<file path="src/rtl/hcr_pkg.sv">
package hcr_pkg;

    typedef enum logic [1:0] {
        ACC_FULL = 2'b00,
        ACC_LO   = 2'b01,
        ACC_HI   = 2'b10,
        ACC_NONE = 2'b11
    } acc_sel_e;

    localparam int unsigned REG_W  = 64;
    localparam int unsigned HALF_W = REG_W / 2;

    typedef struct packed {
        logic [REG_W-1:0] val;
        logic             flush;
    } hcr_state_t;

endpackage

</file>
<file path="src/rtl/hcr_merge.sv">
module hcr_merge
    import hcr_pkg::*;
#(
    parameter bit HI_EN    = 1'b1,
    parameter bit WR_ALLOW = 1'b1
) (
    input  logic [REG_W-1:0] old_val,
    input  logic             wr_en,
    input  logic [1:0]       wr_sel,
    input  logic [REG_W-1:0] wr_data,
    output logic [REG_W-1:0] new_val,
    output logic             commit
);
    logic hi_ok;

    generate
        if (HI_EN) begin : g_hi
            assign hi_ok = 1'b1;
        end else begin : g_no_hi
            assign hi_ok = 1'b0;
        end
    endgenerate

    always_comb begin
        new_val = old_val;
        commit  = 1'b0;
        if (wr_en && WR_ALLOW) begin
            case (acc_sel_e'(wr_sel))
                ACC_FULL: begin
                    new_val = wr_data;
                    commit  = 1'b1;
                end
                ACC_LO: begin
                    new_val = {old_val[REG_W-1:HALF_W], wr_data[HALF_W-1:0]};
                    commit  = 1'b1;
                end
                ACC_HI: begin
                    if (hi_ok) begin
                        new_val = {wr_data[HALF_W-1:0], old_val[HALF_W-1:0]};
                        commit  = 1'b1;
                    end
                end
                default: begin
                    new_val = old_val;
                    commit  = 1'b0;
                end
            endcase
        end
    end
endmodule

</file>
<file path="src/rtl/hcr_change_det.sv">
module hcr_change_det
    import hcr_pkg::*;
#(
    parameter logic [REG_W-1:0] MASK = '0
) (
    input  logic [REG_W-1:0] old_val,
    input  logic [REG_W-1:0] new_val,
    input  logic             commit,
    output logic             hit
);
    logic [REG_W-1:0] diff;

    always_comb begin
        diff = (old_val ^ new_val) & MASK;
        hit  = commit && (diff != '0);
    end
endmodule

</file>
<file path="src/rtl/hcr_read_mux.sv">
module hcr_read_mux
    import hcr_pkg::*;
#(
    parameter bit HI_EN  = 1'b1,
    parameter bit RD_EN  = 1'b1
) (
    input  logic [REG_W-1:0] cur_val,
    input  logic [1:0]       rd_sel,
    output logic [REG_W-1:0] rd_data
);
    logic [REG_W-1:0] sel_val;

    always_comb begin
        case (acc_sel_e'(rd_sel))
            ACC_FULL: sel_val = cur_val;
            ACC_LO:   sel_val = {{HALF_W{1'b0}}, cur_val[HALF_W-1:0]};
            ACC_HI:   sel_val = HI_EN ? {{HALF_W{1'b0}}, cur_val[REG_W-1:HALF_W]}
                                      : '0;
            default:  sel_val = '0;
        endcase
    end

    generate
        if (RD_EN) begin : g_rd
            assign rd_data = sel_val;
        end else begin : g_rd_zero
            assign rd_data = '0;
        end
    endgenerate
endmodule

</file>
<file path="src/rtl/hyp_ctrl_reg.sv">
module hyp_ctrl_reg
    import hcr_pkg::*;
#(
    parameter bit          HAS_HYP       = 1'b1,
    parameter bit          HAS_HI_ACCESS = 1'b1,
    parameter int unsigned S2_EN_BIT     = 0,
    parameter int unsigned WALK_PROT_BIT = 2,
    parameter int unsigned DEF_CACHE_BIT = 12
) (
    input  logic              clk,
    input  logic              rst_n,
    input  logic              wr_en,
    input  logic [1:0]        wr_sel,
    input  logic [REG_W-1:0]  wr_data,
    input  logic [1:0]        rd_sel,
    output logic [REG_W-1:0]  rd_data,
    output logic              flush_req
);
    localparam logic [REG_W-1:0] FLUSH_MASK = (REG_W'(1) << S2_EN_BIT)
                                            | (REG_W'(1) << WALK_PROT_BIT)
                                            | (REG_W'(1) << DEF_CACHE_BIT);

    hcr_state_t       state_d, state_q;
    logic [REG_W-1:0] merged;
    logic             commit;
    logic             flush_hit;
    logic [REG_W-1:0] val_q;

    hcr_merge #(
        .HI_EN    (HAS_HI_ACCESS),
        .WR_ALLOW (HAS_HYP)
    ) merge_i (
        .old_val (state_q.val),
        .wr_en   (wr_en),
        .wr_sel  (wr_sel),
        .wr_data (wr_data),
        .new_val (merged),
        .commit  (commit)
    );

    hcr_change_det #(
        .MASK (FLUSH_MASK)
    ) det_i (
        .old_val (state_q.val),
        .new_val (merged),
        .commit  (commit),
        .hit     (flush_hit)
    );

    always_comb begin
        state_d       = state_q;
        state_d.flush = flush_hit;
        if (commit) begin
            state_d.val = merged;
        end
    end

    always_ff @(posedge clk) begin
        if (!rst_n) begin
            state_q <= '0;
        end else begin
            state_q <= state_d;
        end
    end

    assign val_q     = state_q.val;
    assign flush_req = state_q.flush;

    hcr_read_mux #(
        .HI_EN (HAS_HI_ACCESS),
        .RD_EN (HAS_HYP)
    ) rd_i (
        .cur_val (val_q),
        .rd_sel  (rd_sel),
        .rd_data (rd_data)
    );
endmodule

</file>
<file path="config.mk">
export PLATFORM = sky130hd
export DESIGN_NAME = hyp_ctrl_reg
export DESIGN_NICKNAME = d
export VERILOG_FILES = /design/src/rtl/hcr_pkg.sv /design/src/rtl/hcr_merge.sv /design/src/rtl/hcr_change_det.sv /design/src/rtl/hcr_read_mux.sv /design/src/rtl/hyp_ctrl_reg.sv
export SDC_FILE = /design/constraint.sdc
export NUM_CORES = 1
export LEC_CHECK = 0
export BUFFER_PORTS_ARGS = -buffer_cell sky130_fd_sc_hd__buf_2
export CAP_MARGIN = 15
export CORE_AREA = 2 2 94 96
export CTS_CLUSTER_DIAMETER = 30
export DETAILED_ROUTE_END_ITERATION = 8
export DIE_AREA = 0 0 96 98
export PLACE_DENSITY = 0.68
export SYNTH_ARGS = -nofsm -noshare
export SYNTH_HDL_FRONTEND = slang
export SYNTH_SLANG_ARGS = --single-unit
</file>
<file path="constraint.sdc">
create_clock -name clk -period 1 [get_ports clk]
set_input_delay 0.05 -clock clk [delete_from_list [all_inputs] [get_ports clk]]
set_output_delay 0.05 -clock clk [all_outputs]
set_load 0.05 [all_outputs]
</file>
; ---- Word level (Yosys, flattened, before mapping)
; Index checks and enable logic that the tools add are counted.
[classes]
add_sub_neg = 0
mul = 0
div = 0
n_lt_le_gt_ge = 0
n_eq_ne = 4
shift = 0
n_mux = 5
n_bitwise = 1
n_reduce_logical = 5
[ops]
columns = op, count
row1 = one-hot mux 64 bit (3 select lines), 2
row2 = two-way mux 64 bit, 1
row3 = nonzero test 64 bit, 1
row4 = bitwise XOR 13 bit, 1
row5 = "equality test 2 x 1 -> 1 bit, second input constant", 2
row6 = "equality test 2 bit, second input constant", 2
row7 = logical NOT 2 bit, 2
row8 = OR reduction 3 bit, 1
row9 = two-way mux 1 bit, 2
row10 = logical AND 1 bit, 1
[totals]
register_bits = 65
latch_bits = 0
ram_bits = 0
mem_bits_ro = 0
inputBits = 71
output_inout_bits = 65
elab_cells = 17
mem_count = 0

; ---- Longest topological paths before layout
[logic_depth]
word_depth = 6
ltp_mapped = 6
ltp_nobuf = 3

; ---- Modules after synthesis
; From an unflattened synthesis, not the netlist that was laid out.
[unflattened]
cells_unflattened = 400
area_unflattened_um2 = 4621.9
[by_module_without_submodules]
columns = mod, instances, cells_each, area_each_um2, seq_area_each_um2
row1 = hyp_ctrl_reg, 1, 208, 2511.2, 1301.2
row2 = hcr_merge, 1, 111, 1458.9, 0.0
row3 = hcr_read_mux, 1, 77, 616.8, 0.0
row4 = hcr_change_det, 1, 4, 35.0, 0.0

; ---- Worst setup path after synthesis
; Ideal clock, no wire load.
[synth_timing]
path_type = input-to-output
from = input port rd_sel[1]
to = output port rd_data[11]
arrival_time_ns = 1.218
required_time_ns = 0.950
setup_slack_ns = -0.268
path_stages = 4
cell_sequence = buf_2 buf_2 nand2_1 o22ai_1
[synth_via]
elab_chain_len = 2
word_cells_on_any_way = 4
classes_between = eq/ne: 2 / mux: 1 / reduce/logical: 1
[synth_lines]
columns = element, line_no
row1 = from (decl), hyp_ctrl_reg.sv:15  ; input logic [1:0] rd_sel,
row2 = equality test 2 bit (tied with other cells), hcr_read_mux.sv:14  ; case (acc_sel_e'(rd_sel))
row3 = one-hot mux 64 bit (3 select lines) (*), hcr_read_mux.sv:14
row4 = to (decl), hyp_ctrl_reg.sv:16  ; output logic [REG_W-1:0] rd_data,
; Every way passes the cells marked *; elsewhere a longest branch is shown, timed or not.

; ---- Worst setup path after layout
[layout_timing]
from = register state_q, in the netlist val_q[28]
to = output port rd_data[28]
[layout_via]
elab_chain_len = 1
[layout_lines]
columns = element, line_no
row1 = from (decl), hyp_ctrl_reg.sv:23  ; hcr_state_t state_d, state_q;
row2 = from (signal assigned), hyp_ctrl_reg.sv:62  ; state_q <= state_d;
row3 = one-hot mux 64 bit (3 select lines), hcr_read_mux.sv:14
; No other way between the ends.

==> out/results.txt <==
The analysis attributes to cell leakage a power of 0.00244 µW. The area added between synthesis and finish was 68.2%. The worst-case IR drop observed on VDD is 0.739 mV.

The initial antenna violation count came out at 2. TritonCTS built the clock tree. In this run the power density over the cells is 1210 nW/µm². At the placement stage, the worst setup path has a slack of -0.0191 ns. In the global route stage, overall resource usage came out at 23.5%. The tools report the sequential cell area fraction in the yosys report as 38.6%. For the worst setup path, the data required time is 0.95 ns.

For this run, the detailed router's first-pass iteration total came to 4. Entering global routing, the biggest net connects 66 pins. For the number of top-level pins, the log shows 136. Buffer cell driving the clock tree root: clkbuf_8. The chip width was 96 µm; the floorplan die area was 9410 µm². The Yosys step of the flow raised 0 warnings. The smallest setup slack after layout came out at -0.123 ns.

The run finished, with violations left. The tightest min-delay check is of the in2reg type. The number of global-route vias before repair is 3,768, and the number of distinct standard cells referenced by the synthesized netlist is 22.

The category of the worst setup path capture point was a primary output. The register clock-pin slew on the reported worst setup and hold paths came out at 0.08 ns. The number of instances in the synthesized netlist came out at 432. The y dimension of the die was 98 µm; the wire length per cell was 15.9 µm. Summed over all layers, the routed wires come to 11.3 mm.

The starting utilization of the core area was 39.8%. The tools report the final total negative setup slack as -3.31 ns. Of all flip-flops after synthesis, the portion carrying an async set or reset was 0%. The worst setup path is launched from a flip-flop. For the total vias in the final route, the log shows 3,681. Static timing analysis puts the maximum clock frequency at 890 MHz.

The run gives 17.6 mm as the global-route wire length before repair. The final count of hold timing violations was 0; the clock sink count was 65. After legalization and detailed placement, the total HPWL measured 6.33 mm.

The post-synthesis instance area came out at 3370 µm². Ranked by total cell area, the synthesized netlist is headed by dfxtp_1 39%, nand2_1 11%, mux2i_1 9.5%. Ranked by instance count, the synthesized netlist is headed by 96 x nand2_1, 65 x dfxtp_1. The worst setup path is of the reg2out kind.

Number of vias per cell after detailed routing: 5.17. After the first detailed-routing iteration, the DRC count stood at 134. For the pin with the worst max-slew slack, the measured transition is 0.390 ns. Cells with a size suffix above 1 make up 56.6% of the layout.

The clock latency on the worst-skew pair is 0.32 ns, and the part of the cycle the worst path needs is 112%. The most used flip-flop cell after synthesis is dfxtp_1. The largest fanout on the critical path is 2, and the number of buffers on the longest clock path is 2.

The fraction of synthesized cell area taken by the top area cell type was 38.6%. The run gives 0 as the final number of max-transition violations. The number of buffers added on ports is 135, and the post-route non-filler standard cell count is 712. The total clock buffers created by CTS was 9.

In the post-synthesis netlist, the cell with the most instances is nand2_1. After synthesis, the mean cell area works out to 7.80 µm². The synthesized design contains 0 enable-type register cells.

Summed over all layers, the global routing overflow is 0. Across the routed clock network, the largest skew measured is 0.00262 ns. Of all cell types, the one taking the most synthesized area is dfxtp_1. The worst pin sits at a relative slew slack of 74.0%. The run gives 503 as the net count after synthesis.

The number of levels the H-tree was split into is 3. The floorplan has 34 rows. The weighted congestion at the end of routability-driven global placement is 0.786. Once detail routing completed, the nets flagged for antenna violations numbered 0.

The logs give 0.0187 ns for the worst slack on hold paths and 50 for the final setup violation count. The routed design could run at a clock period as short as 1.12 ns. Core utilization of the finished layout: 67.0%. The logs give 8470 µm² for the core footprint and 0 for the remaining routing DRC violations. The final reports fail on negative setup slack. At the worst endpoint, the arrival time is 1.07 ns. The tools report the max-cap violation count as 0.

Setup repair after global routing could not meet its margin everywhere. Synthesis inferred 65 register bits. In this run, placement finished with an instance count of 651. After the last flow step, the layout net total stands at 668.
-- report_power, final --
group	switching (µW)	total [µW]	internal, µW
sequential	112	2880	2770
combinational	991	1760	773
clock	1010	2190	1170
-- cells in the final DEF, fill, tap and decap left out, types with 32 or more instances in the layout --
| cell | instances |
|---|---|
| buf_2 | 71 |
| dlygate4sd3_1 | 40 |
| nand2_1 | 83 |
| dfxtp_2 | 64 |
| o21ai_0 | 32 |
| a21oi_1 | 32 |
| mux2i_1 | 32 |
| buf_8 | 32 |
| buf_6 | 32 |
| and2_4 | 32 |
-- per-stage QoR --
stage / total power (µW) / instance area [µm²]
final: 6830 / 5670
after CTS: 6750 / 5510
after floorplan: 3790 / 3400
after global placement: 4180 / 4170
after detailed placement: 4200 / 4170
after global routing: 7090 / 5670
-- cell families (layout without fill, tap and decap cells) --
| group | count (synthesis) | in the layout | synth area share [%] |
|---|---|---|---|
| AND/OR/NAND/NOR | 132 | 132 | 17.6 |
| XOR/XNOR | 3 | 3 | 0.780 |
| multiplexers | 32 | 32 | 9.50 |
| AO/OA/AOI/OAI | 129 | 129 | 22.9 |
| other | 0 | 2 | 0 |
| buffers and inverters | 71 | 241 | 10.7 |
| flip-flops | 65 | 65 | 38.6 |
-- critical path, stage by stage, from the launching register on --
cell and delay, ns:
dfxtp_2 0.33, inv_1 0.04, o22ai_2 0.19, buf_6 0.19
-- metal layers --
layer	global-route usage (%)	up-vias	wire, µm
met1	27.1	1741	4430
met2	41.6	141	5980
li1	-	1767	-
met5	0	-	0
met3	3.94	32	515
met4	10.9	0	372
-- layout make-up --
cell class / count / area, µm²
fillers: 625 / 2800
clock buffers: 13 / 179
clock inverters: 3 / 22.5
well taps: 108 / 135
diodes: 2 / 5.00
multi-input cells: 296 / 2020
repair buffers: 193 / 1810
flip-flops and latches: 65 / 1380
inverters: 32 / 120
-- worst paths after layout --
check / start / endpoint / slack [ns] / cells after the start
min: wr_data[55] / val_q[55]$_SDFFE_PN0P_ / 0.02 / 3
max reg2reg: val_q[2]$_SDFFE_PN0P_ / flush_req$_SDFF_PN0_ / -0.06 / 3
max: val_q[28]$_SDFFE_PN0P_ / rd_data[28] / -0.12 / 3
min reg2reg: val_q[28]$_SDFFE_PN0P_ / val_q[28]$_SDFFE_PN0P_ / 0.45 / 2
-- timing repair --
| item | 4_1_cts | 5_1_grt |
|---|---|---|
| hold buffers | 40 | 0 |
| gates cloned | 0 | 0 |
| pin swaps | 30 | 5 |
| endpoints found under the setup margin | 64 | 65 |
| endpoints found under the hold margin | 40 | 0 |
| setup buffers | 3 | 0 |
| resized for setup | 277 | 48 |
Note: power is estimated with default switching activity, not from simulation.
